**src/rtl/ccs_pkg.sv**
```systemverilog
package ccs_pkg;

  localparam int WORD_BYTES = 4;

  typedef enum logic [1:0] {
    XS_OK      = 2'd0,
    XS_RETRY   = 2'd1,
    XS_TIMEOUT = 2'd2,
    XS_CFGERR  = 2'd3
  } xfer_status_e;

  typedef enum logic [2:0] {
    PH_IDLE   = 3'd0,
    PH_CREDIT = 3'd1,
    PH_XFER   = 3'd2,
    PH_CHECK  = 3'd3,
    PH_FINAL  = 3'd4
  } phase_e;

  // room exists when the 8-bit difference is non-zero
  function automatic logic credit_room(input logic [7:0] credit, input logic [7:0] sent);
    logic [7:0] diff;
    diff = credit - sent;
    return diff != 8'd0;
  endfunction

  // nbytes 0 means a full word
  function automatic logic [31:0] tail_mask(input logic [31:0] d, input logic [1:0] nbytes);
    case (nbytes)
      2'd1:    return {24'd0, d[7:0]};
      2'd2:    return {16'd0, d[15:0]};
      2'd3:    return {8'd0, d[23:0]};
      default: return d;
    endcase
  endfunction

  // bytes carried by the next beat given the bytes left in the block
  function automatic logic [2:0] beat_bytes(input logic ge4, input logic [1:0] low);
    return ge4 ? 3'd4 : {1'b0, low};
  endfunction

  function automatic logic on_check_edge(input logic [31:0] done, input logic [31:0] span);
    return (done % span) == 32'd0;
  endfunction

endpackage

```
**src/rtl/ccs_poll_timer.sv**
```systemverilog
module ccs_poll_timer #(
  parameter int TICKS = 10,
  parameter int POLLS = 4000
) (
  input  logic clk,
  input  logic rst_n,
  input  logic clear,
  input  logic run,
  output logic probe,
  output logic expired
);
  localparam int PW = $clog2(TICKS + 1);
  localparam int QW = $clog2(POLLS + 1);

  logic [PW-1:0] pre_q;
  logic [QW-1:0] polls_q;

  assign probe   = run && (pre_q == '0);
  assign expired = (polls_q == QW'(POLLS));

  always_ff @(posedge clk) begin
    if (!rst_n) begin
      pre_q   <= '0;
      polls_q <= '0;
    end else if (clear) begin
      pre_q   <= '0;
      polls_q <= '0;
    end else if (run) begin
      pre_q <= (pre_q == PW'(TICKS - 1)) ? '0 : pre_q + 1'b1;
      if (probe && !expired) polls_q <= polls_q + 1'b1;
    end
  end
endmodule

```
**src/rtl/ccs_block_track.sv**
```systemverilog
module ccs_block_track
  import ccs_pkg::*;
#(
  parameter int CNT_W       = 32,
  parameter int BLOCK_BYTES = 4096
) (
  input  logic             clk,
  input  logic             rst_n,
  input  logic             load,
  input  logic [CNT_W-1:0] img_bytes,
  input  logic             open,
  input  logic             legacy,
  input  logic             beat,
  output logic [CNT_W-1:0] rem_q,
  output logic [CNT_W-1:0] blk_q,
  output logic [CNT_W-1:0] done_q,
  output logic [7:0]       sent_q,
  output logic             blk_end,
  output logic             img_end,
  output logic [CNT_W-1:0] done_nxt
);
  logic [2:0]       k;
  logic [CNT_W-1:0] kx, rem_src, size, blk_len;

  assign k        = beat_bytes(blk_q >= CNT_W'(WORD_BYTES), blk_q[1:0]);
  assign kx       = CNT_W'(k);
  assign rem_src  = load ? img_bytes : (beat ? rem_q - kx : rem_q);
  assign size     = legacy ? CNT_W'(WORD_BYTES) : CNT_W'(BLOCK_BYTES);
  assign blk_len  = (rem_src < size) ? rem_src : size;
  assign blk_end  = beat && (blk_q == kx);
  assign img_end  = beat && (rem_q == kx);
  assign done_nxt = done_q + kx;

  always_ff @(posedge clk) begin
    if (!rst_n) begin
      rem_q  <= '0;
      done_q <= '0;
      sent_q <= '0;
    end else if (load) begin
      rem_q  <= img_bytes;
      done_q <= '0;
      sent_q <= '0;
    end else if (beat) begin
      rem_q  <= rem_q - kx;
      done_q <= done_nxt;
      if (blk_end) sent_q <= sent_q + 8'd1;
    end
  end

  always_ff @(posedge clk) begin
    if (!rst_n)     blk_q <= '0;
    else if (open)  blk_q <= blk_len;
    else if (beat)  blk_q <= blk_q - kx;
    else if (load)  blk_q <= '0;
  end
endmodule

```
**src/rtl/cfg_credit_streamer.sv**
```systemverilog
module cfg_credit_streamer
  import ccs_pkg::*;
#(
  parameter int CNT_W       = 32,
  parameter int BLOCK_BYTES = 4096,
  parameter int CHECK_BYTES = 4096,
  parameter int CLK_HZ      = 250_000_000,
  parameter int POLL_US     = 10,
  parameter int TIMEOUT_US  = 40_000
) (
  input  logic             clk,
  input  logic             rst_n,
  input  logic             start,
  input  logic [CNT_W-1:0] img_bytes,
  input  logic             credit_mode,
  input  logic             chk_en,
  input  logic             in_valid,
  input  logic [31:0]      in_data,
  output logic             in_ready,
  output logic             wr_valid,
  output logic [31:0]      wr_data,
  input  logic             wr_ready,
  input  logic [7:0]       credit_val,
  input  logic             cfg_err,
  output logic             busy,
  output logic             fin,
  output logic [1:0]       status,
  output logic [CNT_W-1:0] bytes_done,
  output logic [7:0]       blocks_sent
);
  localparam int TICKS_RAW = (CLK_HZ / 1_000_000) * POLL_US;
  localparam int TICKS     = (TICKS_RAW < 1) ? 1 : TICKS_RAW;
  localparam int POLLS     = TIMEOUT_US / POLL_US;

  phase_e       state_q, state_n;
  xfer_status_e stat_q, stat_n;
  logic         fin_q, fin_n;
  logic         cm_q, chk_q;

  logic start_go, legacy, blk_open, beat, grant, probe, expired, tmr_clear;
  logic blk_end, img_end, at_edge;
  logic [CNT_W-1:0] rem_q, blk_q, done_q, done_nxt;
  logic [7:0]       sent_q;

  assign start_go = (state_q == PH_IDLE) && start;
  assign legacy   = start_go ? !credit_mode : !cm_q;
  assign beat     = (state_q == PH_XFER) && in_valid && wr_ready;
  assign grant    = (state_q == PH_CREDIT) && probe && credit_room(credit_val, sent_q);
  assign at_edge  = on_check_edge(32'(done_nxt), 32'(CHECK_BYTES));

  ccs_block_track #(.CNT_W(CNT_W), .BLOCK_BYTES(BLOCK_BYTES)) u_track (
    .clk(clk), .rst_n(rst_n), .load(start_go), .img_bytes(img_bytes),
    .open(blk_open), .legacy(legacy), .beat(beat),
    .rem_q(rem_q), .blk_q(blk_q), .done_q(done_q), .sent_q(sent_q),
    .blk_end(blk_end), .img_end(img_end), .done_nxt(done_nxt)
  );

  ccs_poll_timer #(.TICKS(TICKS), .POLLS(POLLS)) u_timer (
    .clk(clk), .rst_n(rst_n), .clear(tmr_clear),
    .run(state_q == PH_CREDIT), .probe(probe), .expired(expired)
  );

  always_comb begin
    state_n  = state_q;
    stat_n   = stat_q;
    fin_n    = 1'b0;
    blk_open = 1'b0;
    case (state_q)
      PH_IDLE: if (start) begin
        stat_n = XS_OK;
        if (img_bytes == '0)  state_n = PH_FINAL;
        else if (credit_mode) state_n = PH_CREDIT;
        else begin state_n = PH_XFER; blk_open = 1'b1; end
      end
      PH_CREDIT: if (probe) begin
        if (grant) begin
          state_n = PH_XFER; blk_open = 1'b1;
        end else if (cfg_err) begin
          state_n = PH_IDLE; stat_n = XS_RETRY; fin_n = 1'b1;
        end else if (expired) begin
          state_n = PH_IDLE; stat_n = XS_TIMEOUT; fin_n = 1'b1;
        end
      end
      PH_XFER: if (blk_end) begin
        if (img_end)                state_n = PH_FINAL;
        else if (chk_q && at_edge)  state_n = PH_CHECK;
        else if (cm_q)              state_n = PH_CREDIT;
        else blk_open = 1'b1;
      end
      PH_CHECK: begin
        if (cfg_err) begin
          state_n = PH_IDLE; stat_n = XS_CFGERR; fin_n = 1'b1;
        end else if (cm_q) state_n = PH_CREDIT;
        else begin state_n = PH_XFER; blk_open = 1'b1; end
      end
      PH_FINAL: begin
        state_n = PH_IDLE;
        fin_n   = 1'b1;
        stat_n  = (chk_q && cfg_err) ? XS_CFGERR : XS_OK;
      end
      default: state_n = PH_IDLE;
    endcase
  end

  assign tmr_clear = (state_n == PH_CREDIT) && (state_q != PH_CREDIT);

  always_ff @(posedge clk) begin
    if (!rst_n) begin
      state_q <= PH_IDLE;
      stat_q  <= XS_OK;
      fin_q   <= 1'b0;
      cm_q    <= 1'b0;
      chk_q   <= 1'b0;
    end else begin
      state_q <= state_n;
      stat_q  <= stat_n;
      fin_q   <= fin_n;
      if (start_go) begin
        cm_q  <= credit_mode;
        chk_q <= chk_en;
      end
    end
  end

  assign in_ready    = (state_q == PH_XFER) && wr_ready;
  assign wr_valid    = (state_q == PH_XFER) && in_valid;
  assign wr_data     = tail_mask(in_data, (blk_q >= CNT_W'(WORD_BYTES)) ? 2'd0 : blk_q[1:0]);
  assign busy        = (state_q != PH_IDLE);
  assign fin         = fin_q;
  assign status      = stat_q;
  assign bytes_done  = done_q;
  assign blocks_sent = sent_q;
endmodule

```
**config.mk**
```make
export PLATFORM = sky130hd
export DESIGN_NAME = cfg_credit_streamer
export DESIGN_NICKNAME = d
export VERILOG_FILES = /design/src/rtl/ccs_pkg.sv /design/src/rtl/ccs_poll_timer.sv /design/src/rtl/ccs_block_track.sv /design/src/rtl/cfg_credit_streamer.sv
export SDC_FILE = /design/constraint.sdc
export NUM_CORES = 1
export LEC_CHECK = 0
export ABC_AREA = 1
export BUFFER_PORTS_ARGS = -buffer_cell sky130_fd_sc_hd__buf_4
export CORE_MARGIN = 4
export CORE_UTILIZATION = 30
export CTS_BUF_LIST = sky130_fd_sc_hd__clkbuf_2
export DETAILED_ROUTE_END_ITERATION = 10
export PLACE_DENSITY = 0.47
export SYNTH_ARGS = -nofsm -noshare
export SYNTH_HDL_FRONTEND = slang
export SYNTH_SLANG_ARGS = --single-unit
```
**constraint.sdc**
```tcl
create_clock -name clk -period 4.2 [get_ports clk]
set_input_delay 0 -clock clk [delete_from_list [all_inputs] [get_ports clk]]
set_output_delay 0 -clock clk [all_outputs]
set_load 0.05 [all_outputs]
```
==> results.cfg <==
[route]
wire_per_inst_um = 14.8
vias_per_cell = 4.83
vias = 10405
drt_iter0_markers = 702
first_pass_iters = 5
finalWirelength_mm = 31.8
drc = 0
postRouteAntennaNets = 0

[timing]
finalWorstSetupSlack_ns = 0.310
finalClockSkew_ns = 0.0519
worst_pin_slew_ns = 0.943
hold_viol = 0
timing.final.crit_share_pct = 92.6
setup_viol = 0
max-slew-margin-rel_pct = 37.0
fin_crit_ns = 3.89
slew_viol_final = 0
max_freq_ghz = 0.257

[global_route]
grt_usage_pct = 18.0
grt.overflow.total = 0
grt_max_degree = 58
grt_pass1_wl_mm = 49.9
antenna_found_initial = 1
grt_pass1_vias = 9635

[pwr]
p_per_area_nw_per_um2 = 347
leakagePower_nw = 5.62
ir_drop_v = 0.000172
power_mw = 4.19

[floorplanning]
coreArea_um2 = 30800
ioPinCount = 158
rows = 64
die_h_um = 185
start_util_pct = 30.6
die_area_um2 = 34300
dieWidth_um = 185

[final_layout]
nets = 1847
layout_commonest_cell = nand2_1
fin_cells = 2154
syn_to_final_growth_pct = 28.1
final_cell_mix = 362 x nand2_1, 234 x nor2_1, 214 x inv_1
drive_above_1_share_pct = 18.1
fin_util_pct = 39.2

[yosys]
netlist_area_um2 = 9430
ys.flop_type = dfxtp_1
synth_cell_types = 54
synthArstFlopShare_pct = 0
synth-edff-count = 0
synth.avg_cell_area_um2 = 6.14
syn_inst = 1537
syn_nets = 1640
synth_seq_cells = 136
seq_area_frac_synth_pct = 28.9
ys_warn_count = 0

[critical_path]
crit_fanout = 5
worstSetupPathType = reg -> reg
endpoint_kind = flop
cp-start-kind = flop
crit_arrival_ns = 4.53
cp.required_ns = 4.84

[status]
status = finished, final reports clean

[placement]
place_ws_ns = 0.0308
portBuffers = 141
place_hpwl_mm = 24.0
place_congestion = 0.890
dp_cells = 2060

[job]
maxCapViolCount = 0

[clock_tree]
clk_pin_slew_worst_paths_ns = 0.26
cts_max_level = 4
cts_tree = done
cts_buffer_depth = 2
cts_buffers = 17
cts_root_buffer = clkbuf_2
cts.sinks = 136
clk_latency_ns = 0.72

[worst_hold_path]
hold_path.class = in -> out
-- repair_timing --
action,4_1_cts,5_1_grt
gates cloned,1,1
setup endpoints to repair,13,58
endpoints found under the hold margin,106,0
pin swaps,2,21
hold buffers,49,0
gates resized for setup,6,55
setup buffers,0,11
-- worst max-delay path, cell delays in order (launching register included) --
cell	delay [ns]
dfxtp_2	0.39
nor2_1	0.10
inv_2	0.08
nor2_4	0.16
nand2_4	0.08
nor2_4	0.11
nand2_1	0.06
nor2_2	0.13
buf_4	0.12
buf_4	0.13
ha_1	0.24
or2_1	0.26
nand2_2	0.11
nand2_2	0.11
nor2_4	0.21
buf_4	0.15
nand3_1	0.06
nand2_1	0.07
nand2_1	0.06
a21oi_2	0.20
nand2_1	0.07
nor2_1	0.14
nand2_1	0.10
nor2_2	0.16
nand2_4	0.12
nor2_8	0.16
nand2_1	0.07
a21oi_1	0.14
-- cell families after synthesis --
| logic type | Yosys count | synth area share (%) |
|---|---|---|
| AO/OA/AOI/OAI | 169 | 9.86 |
| XOR/XNOR | 53 | 4.92 |
| adder cells (fa/ha/maj) | 23 | 3.21 |
| buffers and inverters | 265 | 11.2 |
| flip-flops | 136 | 28.9 |
| multiplexers | 1 | 0.106 |
| other | 1 | 0.0398 |
| AND/OR/NAND/NOR | 889 | 41.8 |
-- layout make-up --
class	instances	area [µm²]
Multi-Input combinational cell	1138	5880
Clock inverter	14	196
Antenna cell	1	2.50
Tap cell	396	495
Inverter	223	840
Clock buffer	18	90.1
Timing Repair Buffer	228	1850
Sequential cell	136	2730
Fill cell	3392	18700
-- worst paths after layout --
check / from / end / slack (ns) / cells past startpoint
worst max-delay path: u_track.blk_q[5] / u_track.blk_q[1] / 0.31 / 27
worst min-delay path: in_data[1] / wr_data[1] / 0.00002 / 0
worst max register to register: u_track.blk_q[5] / u_track.blk_q[1] / 0.31 / 27
worst min register to register: u_track.done_q[31] / u_track.done_q[31] / 0.49 / 2
-- Yosys cell counts (all sizes together) (3+ instances only) --
master / instances / area share, %
a21boi: 3 / 0.24
a21oi: 77 / 4.3
and3: 3 / 0.20
buf: 23 / 1.5
clkbuf: 19 / 0.77
dfxtp: 136 / 29
ha: 21 / 2.8
inv: 222 / 8.8
nand2: 373 / 15
nand3: 108 / 5.8
nand3b: 6 / 0.61
nand4: 56 / 3.9
nor2: 261 / 11
nor3: 31 / 1.8
nor3b: 6 / 0.48
nor4: 20 / 1.3
o211ai: 6 / 0.48
o21a: 4 / 0.32
o21ai: 68 / 3.6
or2: 25 / 1.7
xnor2: 10 / 0.93
xor2: 43 / 4.0
-- power breakdown --
group | internal [mW] | switching, mW
registers | 1.36 | 0.0614
logic | 0.632 | 1.17
clock network | 0.399 | 0.574
total | 2.39 | 1.80
-- per-layer routing --
metal	track usage, %	vias to the layer above	routed length, µm
li1	-	5329	-
met1	25.3	4755	15200
met2	29.0	288	14400
met3	2.83	33	1720
met4	4.20	0	548
met5	0	-	0
-- metrics by stage --
stage          instance area [µm²]  TNS [ns]  hold WS (ns)
4_1_cts                      11800         0      0.000341
3_3_place_gp                 11000         0      0.000341
6_report                     12100         0     0.0000167
2_1_floorplan                 9430         0         0.167
5_1_grt                      12100   -0.0768     0.0000738
3_5_place_dp                 11000         0      0.000341
-- state kept, by name (all words and copies together), names as in the netlist, 2 cells and up --
name	cells
u_track.sent_q	8
u_track.rem_q	32
u_track.blk_q	32
status	2
u_track.done_q	32
u_timer.polls_q	12
state_q	3
u_timer.pre_q	12
(Power assumes the default switching activity.)
